`src/rtl/fpm_ctrl_pkg.sv`:
```
// Shared types and constant helpers for the fast-page DRAM controller.
// Assumes: timing parameters are positive nanosecond integers.
package fpm_ctrl_pkg;

    // Controller phases; the row strobe is high only in ST_IDLE and ST_PRECH.
    typedef enum logic [2:0] {
        ST_IDLE,    // row closed, precharged
        ST_ACT,     // row strobe low, row then column on address pins
        ST_STROBE,  // column strobe(s) low
        ST_GAP,     // column precharge after a strobe
        ST_OPEN,    // row open, waiting for a request
        ST_COLSET,  // page hit: column and write enable set up
        ST_HOLD,    // waiting for minimum row-low time before closing
        ST_PRECH    // row strobe high, precharging
    } fpm_state_e;

    // Nanoseconds to cycles, rounded up, never below one.
    function automatic int ns_to_cyc(input int ns, input int clk_ns);
        int c;
        c = (ns + clk_ns - 1) / clk_ns;
        return (c < 1) ? 1 : c;
    endfunction

    function automatic int imax(input int a, input int b);
        return (a > b) ? a : b;
    endfunction

endpackage

```
`src/rtl/fpm_req_reg.sv`:
```
// Holds the request being served and compares an incoming row with it.
// Assumes: load is asserted only on an accepted handshake.
module fpm_req_reg #(
    parameter int ADDR_W = 17,
    parameter int DATA_W = 16,
    parameter int BE_W   = 2,
    parameter int ROW_W  = 9
) (
    input  logic              clk,
    input  logic              rst_n,
    input  logic              load,
    input  logic [ADDR_W-1:0] in_addr,
    input  logic              in_write,
    input  logic [DATA_W-1:0] in_wdata,
    input  logic [BE_W-1:0]   in_be,
    output logic [ADDR_W-1:0] cur_addr,
    output logic              cur_write,
    output logic [DATA_W-1:0] cur_wdata,
    output logic [BE_W-1:0]   cur_be,
    output logic              in_hit
);

    // Capture the accepted request.
    always_ff @(posedge clk) begin
        if (!rst_n) begin
            cur_addr  <= '0;
            cur_write <= 1'b0;
            cur_wdata <= '0;
            cur_be    <= '0;
        end else if (load) begin
            cur_addr  <= in_addr;
            cur_write <= in_write;
            cur_wdata <= in_wdata;
            cur_be    <= in_be;
        end
    end

    // Incoming request targets the row held in the register.
    always_comb in_hit = (in_addr[ADDR_W-1 -: ROW_W] == cur_addr[ADDR_W-1 -: ROW_W]);

endmodule

```
`src/rtl/fpm_seq.sv`:
```
// Phase sequencer: walks activate, strobe, gap, open, hold and precharge,
// counts phase lengths and row-low time, and owns the request handshake.
// Assumes: every length parameter is at least 1; RAS_LIM < RAS_MAX.
module fpm_seq
    import fpm_ctrl_pkg::*;
#(
    parameter int ACT_LEN = 2,
    parameter int STB_LEN = 2,
    parameter int GAP_LEN = 1,
    parameter int PRE_LEN = 5,
    parameter int RAH_LEN = 1,
    parameter int RAS_MIN = 6,
    parameter int RAS_LIM = 100,
    parameter int RAS_MAX = 110
) (
    input  logic       clk,
    input  logic       rst_n,
    input  logic       req_valid,
    input  logic       req_hit,
    input  logic       ref_grant,
    output logic       req_ready,
    output logic       busy,
    output logic       load,
    output fpm_state_e state,
    output logic       row_phase,
    output logic       strobe_last
);

    localparam int PH_MAX = imax(imax(ACT_LEN, STB_LEN), imax(GAP_LEN, PRE_LEN));
    localparam int CW     = $clog2(PH_MAX + 1) + 1;
    localparam int RW     = $clog2(RAS_MAX + 1) + 1;
    localparam logic [CW-1:0] ACT_LAST = CW'(ACT_LEN - 1);
    localparam logic [CW-1:0] STB_LAST = CW'(STB_LEN - 1);
    localparam logic [CW-1:0] GAP_LAST = CW'(GAP_LEN - 1);
    localparam logic [CW-1:0] PRE_LAST = CW'(PRE_LEN - 1);
    localparam logic [CW-1:0] RAH_V    = CW'(RAH_LEN);
    localparam logic [RW-1:0] RMIN_M1  = RW'(RAS_MIN - 1);
    localparam logic [RW-1:0] RLIM_V   = RW'(RAS_LIM);

    fpm_state_e      st_q, st_d;
    logic [CW-1:0]   ph_q, ph_d;
    logic [RW-1:0]   ras_q, ras_d;
    logic            pend_q, pend_d;
    logic            row_closed, timeout, fire, ph_last;

    // Row state and page-time limit.
    always_comb begin
        row_closed = (st_q == ST_IDLE) || (st_q == ST_PRECH);
        timeout    = (ras_q >= RLIM_V);
    end

    // Handshake and busy flag.
    always_comb begin
        req_ready = !ref_grant && !pend_q &&
                    ((st_q == ST_IDLE) || ((st_q == ST_OPEN) && !timeout));
        fire      = req_valid && req_ready;
        load      = fire;
        busy      = pend_q || !((st_q == ST_IDLE) || (st_q == ST_OPEN));
    end

    // Last cycle of the current timed phase.
    always_comb begin
        unique case (st_q)
            ST_ACT:    ph_last = (ph_q == ACT_LAST);
            ST_STROBE: ph_last = (ph_q == STB_LAST);
            ST_GAP:    ph_last = (ph_q == GAP_LAST);
            ST_PRECH:  ph_last = (ph_q == PRE_LAST);
            default:   ph_last = 1'b1;
        endcase
    end

    // Next phase selection.
    always_comb begin
        st_d   = st_q;
        pend_d = pend_q;
        unique case (st_q)
            ST_IDLE: begin
                if (!ref_grant && pend_q) begin
                    st_d   = ST_ACT;
                    pend_d = 1'b0;
                end else if (fire) begin
                    st_d = ST_ACT;
                end
            end
            ST_ACT:    if (ph_last) st_d = ST_STROBE;
            ST_STROBE: if (ph_last) st_d = ST_GAP;
            ST_GAP:    if (ph_last) st_d = ST_OPEN;
            ST_OPEN: begin
                if (ref_grant || timeout) begin
                    st_d = ST_HOLD;
                end else if (fire) begin
                    if (req_hit) begin
                        st_d = ST_COLSET;
                    end else begin
                        st_d   = ST_HOLD;
                        pend_d = 1'b1;
                    end
                end
            end
            ST_COLSET: st_d = ST_STROBE;
            ST_HOLD:   if (ras_q >= RMIN_M1) st_d = ST_PRECH;
            ST_PRECH:  if (ph_last) st_d = ST_IDLE;
            default:   st_d = ST_IDLE;
        endcase
    end

    // Phase counter restarts on every phase change and saturates.
    always_comb begin
        if (st_d != st_q)  ph_d = '0;
        else if (&ph_q)    ph_d = ph_q;
        else               ph_d = ph_q + 1'b1;
    end

    // Row-low counter: cycles spent with the row strobe low, minus one.
    always_comb begin
        if (row_closed)    ras_d = '0;
        else if (&ras_q)   ras_d = ras_q;
        else               ras_d = ras_q + 1'b1;
    end

    // State registers.
    always_ff @(posedge clk) begin
        if (!rst_n) begin
            st_q   <= ST_IDLE;
            ph_q   <= '0;
            ras_q  <= '0;
            pend_q <= 1'b0;
        end else begin
            st_q   <= st_d;
            ph_q   <= ph_d;
            ras_q  <= ras_d;
            pend_q <= pend_d;
        end
    end

    // Phase outputs for the pin driver.
    always_comb begin
        state       = st_q;
        row_phase   = (st_q == ST_ACT) && (ph_q < RAH_V);
        strobe_last = (st_q == ST_STROBE) && (ph_q == STB_LAST);
    end

endmodule

```
`src/rtl/fpm_pin_drv.sv`:
```
// Decodes the phase into DRAM pin levels and captures read data.
// Assumes: memory data is stable on the last strobe-low cycle of a read.
module fpm_pin_drv
    import fpm_ctrl_pkg::*;
#(
    parameter int ADDR_W = 17,
    parameter int DATA_W = 16,
    parameter int BE_W   = 2,
    parameter int ROW_W  = 9,
    parameter int PIN_W  = 9
) (
    input  logic              clk,
    input  logic              rst_n,
    input  fpm_state_e        state,
    input  logic              row_phase,
    input  logic              strobe_last,
    input  logic [ADDR_W-1:0] cur_addr,
    input  logic              cur_write,
    input  logic [DATA_W-1:0] cur_wdata,
    input  logic [BE_W-1:0]   cur_be,
    input  logic [DATA_W-1:0] dq_in,
    output logic [PIN_W-1:0]  a_pins,
    output logic              ras_n,
    output logic [BE_W-1:0]   cas_n,
    output logic              we_n,
    output logic              oe_n,
    output logic [DATA_W-1:0] dq_out,
    output logic              dq_oe,
    output logic              rd_valid,
    output logic [DATA_W-1:0] rd_data
);

    localparam int COL_W = ADDR_W - ROW_W;

    logic use_col, strobing, wr_window;

    // Phase decode shared by the pins.
    always_comb begin
        use_col   = ((state == ST_ACT) && !row_phase) || (state == ST_COLSET) ||
                    (state == ST_STROBE) || (state == ST_GAP);
        strobing  = (state == ST_STROBE);
        wr_window = cur_write &&
                    ((state == ST_ACT) || (state == ST_COLSET) || (state == ST_STROBE));
    end

    // Address multiplexer: row first, column once the row hold has elapsed.
    always_comb begin
        if (use_col) a_pins = PIN_W'(cur_addr[COL_W-1:0]);
        else         a_pins = PIN_W'(cur_addr[ADDR_W-1 -: ROW_W]);
    end

    // Row strobe, write enable, output enable and data drive.
    always_comb begin
        ras_n  = (state == ST_IDLE) || (state == ST_PRECH);
        we_n   = !wr_window;
        oe_n   = !(strobing && !cur_write);
        dq_oe  = wr_window;
        dq_out = cur_wdata;
    end

    // One column strobe per byte lane; reads drop all lanes.
    for (genvar g = 0; g < BE_W; g++) begin : g_lane
        always_comb cas_n[g] = !(strobing && (!cur_write || cur_be[g]));
    end

    // Read capture on the last strobe-low cycle.
    always_ff @(posedge clk) begin
        if (!rst_n) begin
            rd_valid <= 1'b0;
            rd_data  <= '0;
        end else begin
            rd_valid <= strobe_last && !cur_write;
            if (strobe_last && !cur_write) rd_data <= dq_in;
        end
    end

endmodule

```
`src/rtl/fpm_dram_ctrl.sv`:
```
// Top: fast-page-mode DRAM controller for a 128K x 16 part. Converts the
// nanosecond timing parameters to cycle counts and wires the request
// register, the phase sequencer and the pin driver.
// Assumes: one request in flight; refresh is done elsewhere under ref_grant.
module fpm_dram_ctrl
    import fpm_ctrl_pkg::*;
#(
    parameter int ADDR_W     = 17,
    parameter int DATA_W     = 16,
    parameter int ROW_W      = 9,
    parameter int CLK_NS     = 10,
    parameter int T_RAS_NS   = 60,
    parameter int T_RP_NS    = 40,
    parameter int T_RC_NS    = 110,
    parameter int T_RCD_NS   = 20,
    parameter int T_CAS_NS   = 15,
    parameter int T_CAC_NS   = 15,
    parameter int T_CP_NS    = 10,
    parameter int T_PC_NS    = 40,
    parameter int T_RAH_NS   = 10,
    parameter int T_CAH_NS   = 15,
    parameter int T_RASP_NS  = 100000
) (
    input  logic              clk,
    input  logic              rst_n,
    input  logic              req_valid,
    output logic              req_ready,
    input  logic [ADDR_W-1:0] req_addr,
    input  logic              req_write,
    input  logic [DATA_W-1:0] req_wdata,
    input  logic [1:0]        req_be,
    output logic              rd_valid,
    output logic [DATA_W-1:0] rd_data,
    output logic              busy,
    input  logic              ref_grant,
    output logic [8:0]        dram_a,
    output logic              dram_ras_n,
    output logic              dram_lcas_n,
    output logic              dram_ucas_n,
    output logic              dram_we_n,
    output logic              dram_oe_n,
    output logic [DATA_W-1:0] dram_dq_out,
    output logic              dram_dq_oe,
    input  logic [DATA_W-1:0] dram_dq_in
);

    localparam int BE_W     = DATA_W / 8;
    localparam int COL_W    = ADDR_W - ROW_W;
    localparam int PIN_W    = imax(ROW_W, COL_W);
    localparam int RAS_CYC  = ns_to_cyc(T_RAS_NS, CLK_NS);
    localparam int RP_CYC   = ns_to_cyc(T_RP_NS, CLK_NS);
    localparam int RC_CYC   = ns_to_cyc(T_RC_NS, CLK_NS);
    localparam int RCD_CYC  = ns_to_cyc(T_RCD_NS, CLK_NS);
    localparam int CAS_CYC  = ns_to_cyc(T_CAS_NS, CLK_NS);
    localparam int CAC_CYC  = ns_to_cyc(T_CAC_NS, CLK_NS);
    localparam int CP_CYC   = ns_to_cyc(T_CP_NS, CLK_NS);
    localparam int PC_CYC   = ns_to_cyc(T_PC_NS, CLK_NS);
    localparam int RAH_CYC  = ns_to_cyc(T_RAH_NS, CLK_NS);
    localparam int CAH_CYC  = ns_to_cyc(T_CAH_NS, CLK_NS);
    localparam int RASP_CYC = ns_to_cyc(T_RASP_NS, CLK_NS);
    // Activate long enough for row hold plus one column set-up cycle.
    localparam int ACT_LEN  = imax(RCD_CYC, RAH_CYC + 1);
    localparam int STB_LEN  = imax(imax(CAS_CYC, CAC_CYC), CAH_CYC);
    // Gap plus the column set-up cycle cover both column precharge and page cycle.
    localparam int GAP_LEN  = imax(1, imax(CP_CYC, PC_CYC - STB_LEN) - 1);
    localparam int PRE_LEN  = imax(RP_CYC, RC_CYC - RAS_CYC);
    // Stop accepting page hits early enough that one more never overruns.
    localparam int RAS_LIM  = RASP_CYC - (STB_LEN + GAP_LEN + 3);

    logic [ADDR_W-1:0] cur_addr;
    logic              cur_write;
    logic [DATA_W-1:0] cur_wdata;
    logic [BE_W-1:0]   cur_be;
    logic              in_hit, load, row_phase, strobe_last;
    logic [BE_W-1:0]   cas_n;
    logic [PIN_W-1:0]  a_pins;
    fpm_state_e        state;

    fpm_req_reg #(
        .ADDR_W(ADDR_W), .DATA_W(DATA_W), .BE_W(BE_W), .ROW_W(ROW_W)
    ) u_req (
        .clk(clk), .rst_n(rst_n), .load(load),
        .in_addr(req_addr), .in_write(req_write), .in_wdata(req_wdata), .in_be(req_be),
        .cur_addr(cur_addr), .cur_write(cur_write), .cur_wdata(cur_wdata),
        .cur_be(cur_be), .in_hit(in_hit)
    );

    fpm_seq #(
        .ACT_LEN(ACT_LEN), .STB_LEN(STB_LEN), .GAP_LEN(GAP_LEN), .PRE_LEN(PRE_LEN),
        .RAH_LEN(RAH_CYC), .RAS_MIN(RAS_CYC), .RAS_LIM(RAS_LIM), .RAS_MAX(RASP_CYC)
    ) u_seq (
        .clk(clk), .rst_n(rst_n), .req_valid(req_valid), .req_hit(in_hit),
        .ref_grant(ref_grant), .req_ready(req_ready), .busy(busy), .load(load),
        .state(state), .row_phase(row_phase), .strobe_last(strobe_last)
    );

    fpm_pin_drv #(
        .ADDR_W(ADDR_W), .DATA_W(DATA_W), .BE_W(BE_W), .ROW_W(ROW_W), .PIN_W(PIN_W)
    ) u_pins (
        .clk(clk), .rst_n(rst_n), .state(state), .row_phase(row_phase),
        .strobe_last(strobe_last), .cur_addr(cur_addr), .cur_write(cur_write),
        .cur_wdata(cur_wdata), .cur_be(cur_be), .dq_in(dram_dq_in),
        .a_pins(a_pins), .ras_n(dram_ras_n), .cas_n(cas_n), .we_n(dram_we_n),
        .oe_n(dram_oe_n), .dq_out(dram_dq_out), .dq_oe(dram_dq_oe),
        .rd_valid(rd_valid), .rd_data(rd_data)
    );

    // Lane 0 is the low byte, lane 1 the high byte.
    always_comb begin
        dram_lcas_n = cas_n[0];
        dram_ucas_n = cas_n[1];
        dram_a      = 9'(a_pins);
    end

endmodule

```
`config.mk`:
```
export PLATFORM = sky130hd
export DESIGN_NAME = fpm_dram_ctrl
export DESIGN_NICKNAME = d
export VERILOG_FILES = /design/src/rtl/fpm_ctrl_pkg.sv /design/src/rtl/fpm_req_reg.sv /design/src/rtl/fpm_seq.sv /design/src/rtl/fpm_pin_drv.sv /design/src/rtl/fpm_dram_ctrl.sv
export SDC_FILE = /design/constraint.sdc
export NUM_CORES = 1
export LEC_CHECK = 0
export BUFFER_PORTS_ARGS = -buffer_cell sky130_fd_sc_hd__buf_2
export CORE_AREA = 3 3 89 91
export DETAILED_ROUTE_END_ITERATION = 10
export DIE_AREA = 0 0 92 94
export GPL_ROUTABILITY_DRIVEN = 1
export GPL_TIMING_DRIVEN = 0
export PLACE_DENSITY_LB_ADDON = 0.2
export RECOVER_POWER = 50
export SLEW_MARGIN = 0
export SYNTH_ARGS = -nofsm -noshare
export SYNTH_HDL_FRONTEND = slang
export SYNTH_SLANG_ARGS = --single-unit
```
`constraint.sdc`:
```
create_clock -name clk -period 2.6 [get_ports clk]
set_input_delay 0.52 -clock clk [delete_from_list [all_inputs] [get_ports clk]]
set_output_delay 0.52 -clock clk [all_outputs]
set_load 0.02 [all_outputs]
```
==> impl_metrics.py, run 1 <==
metrics = {
    "floorplan": {
        "fp.coreArea_mm2": 0.00721,
        "die_h_um": 94,
        "start_util_pct": 52.0,
        "row_count": 31,
        "dieArea_mm2": 0.00865,
        "die_x_um": 92,
        "ios": 106,
    },
    "place": {
        "gp_congestion": 0.903,
        "pre_cts_ws_ns": -0.342,
        "port_buffers": 105,
        "place_area_mm2": 0.00440,
        "post-dp-hpwl_mm": 6.69,
    },
    "clock_tree": {
        "clock_path_buffers": 2,
        "hold_buffers": 0,
        "cts.reportedPaths.clkPinSlew_ns": 0.08,
        "cts_tree": "done",
        "htreeDepth": 3,
        "cts_sinks": 76,
        "numCtsBuffers": 9,
        "clk_latency_ns": 0.34,
        "cts_root_buffer": "clkbuf_8",
    },
    "sta": {
        "max_freq_ghz": 0.400,
        "finClkSkew_ns": 0.00793,
        "fin_crit_ns": 2.50,
        "tightestPinTransition_ns": 0.652,
        "slew_headroom_pct": 56.3,
        "setup_violations": 0,
        "timing.final.ws_setup_ns": 0.0995,
        "rsz0062_at_grt": "no",
        "finalHoldViolCount": 0,
        "finalCritPeriodShare_pct": 96.2,
        "hold_ws_ns": 0.412,
        "maxSlewViolCount": 0,
        "fin_setup_tns_ns": 0,
    },
    "routing": {
        "ant_nets": 0,
        "viasPerCell": 5.14,
        "routed_wl_mm": 9.23,
        "drc": 0,
        "routedWlPerCell_um": 13.9,
        "drtPass1Iterations": 4,
        "drt_iter0_markers": 256,
        "via_count": 3416,
    },
    "yosys": {
        "yosysSeqAreaShare_pct": 40.6,
        "synth.cell_area_mm2": 0.00375,
        "syn_avg_cell_area_um2": 8.48,
        "synth_edf_count": 0,
        "synth_flop_cell": "dfxtp_1",
        "yosys_register_bits": 76,
        "synth_warnings": 0,
        "syn_inst": 442,
        "synth_cell_type_count": 48,
        "synth_nets": 505,
        "synth-async-reset-ratio_pct": 0,
    },
    "power_and_ir_drop": {
        "power.density_mw_per_mm2": 570,
        "ir_worst_vdd_uv": 379,
        "p_leak_nw": 1.78,
    },
    "critical_path": {
        "arrival_ns": 1.98,
        "path_max_fanout": 5,
        "cp-start-kind": "register",
        "timing_worst_setup_path_type": "reg -> out",
        "cp-end-kind": "output port",
        "slowest_stage": "dfxtp_4",
        "cp.required_ns": 2.08,
        "path_cells": "inv_1, ha_2, o31ai_4, a2111oi_4, or2_4, a211oi_2, buf_4",
        "cpPeakStageDelay_ns": 0.38,
    },
    "global_route": {
        "antenna_found_initial": 0,
        "grt_pass1_wl_mm": 15.2,
        "grt_max_degree": 14,
        "grtUsageTotal_pct": 21.7,
        "first_global_vias": 3361,
        "globalRouteOverflowTotal": 0,
    },
    "finish": {
        "drive_gt1_share_pct": 21.6,
        "diodes": 0,
        "design_area_mm2": 0.00469,
        "area_delta_synth_final_pct": 25.2,
        "final_nets": 623,
    },
    "worst_hold_path": {
        "min_path_type": "in -> reg",
    },
    "status": {
        "outcome": "finished clean",
    },
    "run": {
        "drv_cap": 0,
    },
}
==> cell usage after synthesis, types with 9 or more instances <==
cell | n | area (um^2)
o21ai_0 | 11 | 55.1
nor2_1 | 19 | 71.3
inv_1 | 10 | 37.5
nor3_1 | 11 | 55.1
xnor2_1 | 15 | 131
or3_1 | 9 | 56.3
clkbuf_1 | 18 | 67.6
mux2i_1 | 38 | 380
a21boi_0 | 16 | 120
nand2_1 | 115 | 432
mux2_2 | 9 | 101
dfxtp_1 | 76 | 1520
a21oi_1 | 13 | 65.1
==> cells in the final DEF (no fill, tap or decap), types with 3 or more instances in the layout <==
master and n:
nand2_1 115, dfxtp_1 71, buf_2 69, clkbuf_1 54
mux2i_1 38, nor2_1 18, a21boi_0 16, xnor2_1 15
a21oi_1 13, o21ai_0 11, nor3_1 11, inv_1 10
mux2_2 9, or3_1 9, clkbuf_8 9, nand3_1 8
ha_1 6, nor2b_1 5, nor4_1 5, nor3b_1 3
nand4_1 3, buf_6 3, or4_1 3, o211ai_1 3
a211oi_1 3, xor2_1 3, bufinv_16 3, dfxtp_2 3
==> report_power, final <==
group          total [mW]  switching [mW]  internal [mW]
clock network        1.09           0.448          0.640
logic               0.350           0.196          0.154
registers            1.24          0.0310           1.21
==> what timing repair did <==
action | CTS | global route
pin swaps | 3 | 1
endpoints found under the setup margin | 10 | 16
gates resized for setup | 13 | 10
buffers inserted | 3 | 0
==> registers in the layout (all words and copies together), names as in the netlist <==
register         count
u_req.cur_addr      17
u_pins.rd_data      16
u_req.cur_wdata     16
u_seq.ras_q         15
u_seq.ph_q           4
u_seq.state          3
u_req.cur_be         2
u_pins.rd_valid      1
u_req.cur_write      1
u_seq.pend_q         1
==> critical path: cells and delay by family, from the launching register on <==
kind | cells | cell delay (ns)
AOI/OAI and AO/OA | 3 | 0.54
buffers and inverters | 2 | 0.25
DFF | 1 | 0.38
adders and majority gates | 1 | 0.20
and+or+nand+nor | 1 | 0.26
==> per-stage QoR <==
stage | util (%) | power (mW) | cells
after floorplan | - | 1.48 | 442
after global placement | 61.0 | 1.60 | 646
final | 65.0 | 2.67 | 664
after global routing | 65.0 | 2.79 | 664
after CTS | 65.5 | 2.70 | 664
after detailed placement | 61.0 | 1.61 | 646
==> final cells by class <==
cell class,instances,area [um^2]
fill,649,2520
multi-input combinational,332,2130
sequential,76,1530
timing repair buffer,108,514
clock buffer,10,128
tap,99,124
buffer,23,116
clock inverter,6,113
inverter,10,37.5
==> final timing paths <==
kind                     start                  end  slack [ns]  cells after the start
max             u_seq.ras_q[0]            req_ready         0.1                      7
min              req_wdata[10]  u_req.cur_wdata[10]        0.41                      3
max reg2reg      u_seq.ph_q[1]        u_seq.ph_q[3]        0.18                      8
min reg2reg  u_req.cur_addr[2]    u_req.cur_addr[2]        0.46                      2
==> routing by layer <==
metal | vias to the layer above | global-route usage, % | wire length [um]
met5 | - | 0 | 0
met4 | 0 | 10.0 | 174
met3 | 14 | 4.89 | 538
met2 | 103 | 36.6 | 4530
met1 | 1542 | 26.3 | 3990
li1 | 1757 | - | -
==> logic make-up (layout without fill, tap and decap cells) <==
logic type | count (synthesis) | after routing | share of synthesized area (%)
AO/OA/AOI/OAI | 67 | 67 | 12.4
XOR/XNOR | 18 | 18 | 4.21
adder cells (fa/ha/maj) | 7 | 7 | 2.34
buffers and inverters | 34 | 157 | 4.24
flip-flops | 76 | 76 | 40.6
multiplexers | 47 | 47 | 12.9
AND/OR/NAND/NOR | 193 | 193 | 23.4
No activity file was read; power rests on OpenSTA's default activity.
==> inputs of run 2 (changes only) <==
--- a/config.mk
+++ b/config.mk
@@ -8,4 +8,5 @@
 export BUFFER_PORTS_ARGS = -buffer_cell sky130_fd_sc_hd__buf_2
 export CORE_AREA = 3 3 89 91
+export CTS_CLUSTER_SIZE = 25
 export DETAILED_ROUTE_END_ITERATION = 10
 export DIE_AREA = 0 0 92 94
==> constraint.sdc (replaced) <==
create_clock -name clk -period 2.6 [get_ports clk]
set_input_delay 0.26 -clock clk [delete_from_list [all_inputs] [get_ports clk]]
set_output_delay 0.26 -clock clk [all_outputs]
set_load 0.02 [all_outputs]
==> impl_metrics.py, run 2 (same netlist as run 1, synthesis figures left out) <==
metrics = {
    "status": {
        "outcome": "finished clean",
    },
    "place": {
        "port_buffers": 105,
        "post-dp-hpwl_mm": 6.69,
        "place_area_mm2": 0.00440,
        "post-place-cells": 646,
        "gp_congestion": 0.903,
    },
    "clock_tree": {
        "cts_root_buffer": "clkbuf_8",
        "clock_path_buffers": 2,
        "cts_sinks": 76,
        "numCtsBuffers": 9,
        "hold_buffers": 0,
        "clk_latency_ns": 0.35,
        "cts_tree": "done",
        "htreeDepth": 3,
        "cts.reportedPaths.clkPinSlew_ns": 0.08,
    },
    "routing": {
        "drt-met1-wl_mm": 3.97,
        "top_layer": "met4",
        "via_count": 3369,
        "drtPass1Iterations": 4,
        "drt_iter0_markers": 220,
        "ant_nets": 0,
        "wl_met2_mm": 4.26,
        "routed_wl_mm": 8.98,
        "routedWlPerCell_um": 13.5,
        "viasPerCell": 5.08,
        "drc": 0,
        "route.met3.wl_um": 548,
    },
    "critical_path": {
        "ff2ff_path_depth": 7,
        "worstReg2RegEnd": "u_seq.state[0]",
        "r2r-start": "u_seq.ph_q[0]",
        "cp.required_ns": 2.34,
        "cp-end-kind": "output port",
        "cp-start-kind": "register",
        "rrSetupSlack_ns": 0.19,
        "timing_worst_setup_path_type": "reg -> out",
        "path_max_fanout": 10,
        "arrival_ns": 2.21,
    },
    "run": {
        "drv_cap": 0,
    },
    "power_and_ir_drop": {
        "p_switching_mw": 0.673,
        "total_power_mw": 2.67,
        "internal-power_mw": 2.00,
        "ir_worst_vdd_uv": 375,
        "p_leak_nw": 1.77,
        "power.density_mw_per_mm2": 572,
        "seqPwrFrac_pct": 46.3,
        "clockPowerShare_pct": 40.7,
        "combPwrFrac_pct": 13.0,
        "switching_share_pct": 25.2,
    },
    "global_route": {
        "first_global_vias": 3323,
        "antenna_found_initial": 0,
        "grt_pass1_wl_mm": 14.9,
        "grt_max_degree": 14,
        "grtUsageTotal_pct": 21.1,
        "globalRouteOverflowTotal": 0,
    },
    "sta": {
        "fin_setup_tns_ns": 0,
        "finalCritPeriodShare_pct": 95.1,
        "fin_crit_ns": 2.47,
        "tightestPinTransition_ns": 0.635,
        "rsz0062_at_grt": "no",
        "slew_headroom_pct": 57.3,
        "maxSlewViolCount": 0,
        "max_freq_ghz": 0.404,
        "finalHoldViolCount": 0,
        "setup_violations": 0,
        "finClkSkew_ns": 0.00722,
    },
    "finish": {
        "area_delta_synth_final_pct": 24.4,
        "drive_gt1_share_pct": 20.4,
        "regMostFlops": "u_req.cur_addr",
        "largest_reg_flops": 17,
        "mostFrequentLayoutCell": "nand2_1",
        "final_nets": 622,
        "design_area_mm2": 0.00466,
        "top_regs": "u_req.cur_addr (17), u_pins.rd_data (16), u_req.cur_wdata (16)",
        "fillerInstances": 651,
        "final_core_util_pct": 64.6,
        "final_cell_mix": "nand2_1 (115), dfxtp_1 (75), buf_2 (71), clkbuf_1 (55), mux2i_1 (38)",
        "fin_cells": 663,
        "diodes": 0,
    },
    "floorplan": {
        "dieArea_mm2": 0.00865,
        "die_x_um": 92,
        "start_util_pct": 52.0,
        "die_h_um": 94,
        "row_count": 31,
        "ios": 106,
        "fp.coreArea_mm2": 0.00721,
    },
    "worst_hold_path": {
        "min_path_type": "in -> reg",
        "whs_endpoint": "u_req.cur_wdata[10]",
        "worstHoldStart": "req_wdata[10]",
        "hold_path_depth": 3,
    },
}
## run 2: changes by cell type in the layout (fill, tap and decap cells not counted), sizes merged
| cell | previous run | this run |
|---|---|---|
| clkbuf | 66 | 65 |
## run 2: layout make-up
cell class                 count  area (um^2)  share of cell area (%)
clock buffer                  10          128                    2.74
timing repair buffer         106          500                    10.7
multi-input combinational    332         2120                    45.5
inverter                      10         37.5                   0.805
buffer                        24          116                    2.50
tap                           99          124                    2.66
clock inverter                 6          113                    2.41
sequential                    76         1520                    32.7
## run 2: how the worst max path moves through the flow
stage,to,start
after floorplan,u_seq.state[0],u_seq.ph_q[0]
after global placement,dram_a[6],u_seq.state[1]
after detailed placement,dram_a[6],u_seq.state[1]
after CTS,req_ready,u_seq.ras_q[14]
after global routing,u_seq.ph_q[1],u_seq.ph_q[0]
final,dram_a[6],u_seq.state[1]
## run 2: metal layers
layer | track usage, % | vias to the layer above
met4 | 10.4 | 0
met1 | 25.9 | 1492
met2 | 35.0 | 101
li1 | - | 1758
met5 | 0 | -
met3 | 4.81 | 18
## run 2: timing repair
action                     in CTS  in global routing
buffers inserted                0                  1
setup endpoints to repair      10                 19
gates resized for setup         4                  7
pin swaps                       0                  0
## run 2: critical path, stage by stage, from the launching register on
cell and delay [ns]:
dfxtp_1 0.31, clkbuf_1 0.30, buf_2 0.33, a21oi_1 0.11, a21oi_4 0.18, buf_12 0.14
mux2_2 0.33, buf_2 0.16
## run 2: power groups by stage
stage / clock, mW / sequential (mW) / combinational (mW)
finish: 1.09 / 1.23 / 0.347
global route: 1.16 / 1.24 / 0.382
CTS: 1.11 / 1.23 / 0.348
detailed placement: 0 / 1.26 / 0.344
global placement: 0 / 1.26 / 0.337
floorplan: 0 / 1.27 / 0.209
## run 2: metrics by stage
step                setup slack, ns  hold slack, ns
floorplan                     0.402           0.402
global placement            -0.0301           0.439
detailed placement          -0.0818           0.446
CTS                          0.0476           0.139
global route                0.00427           0.136
finish                        0.128           0.147
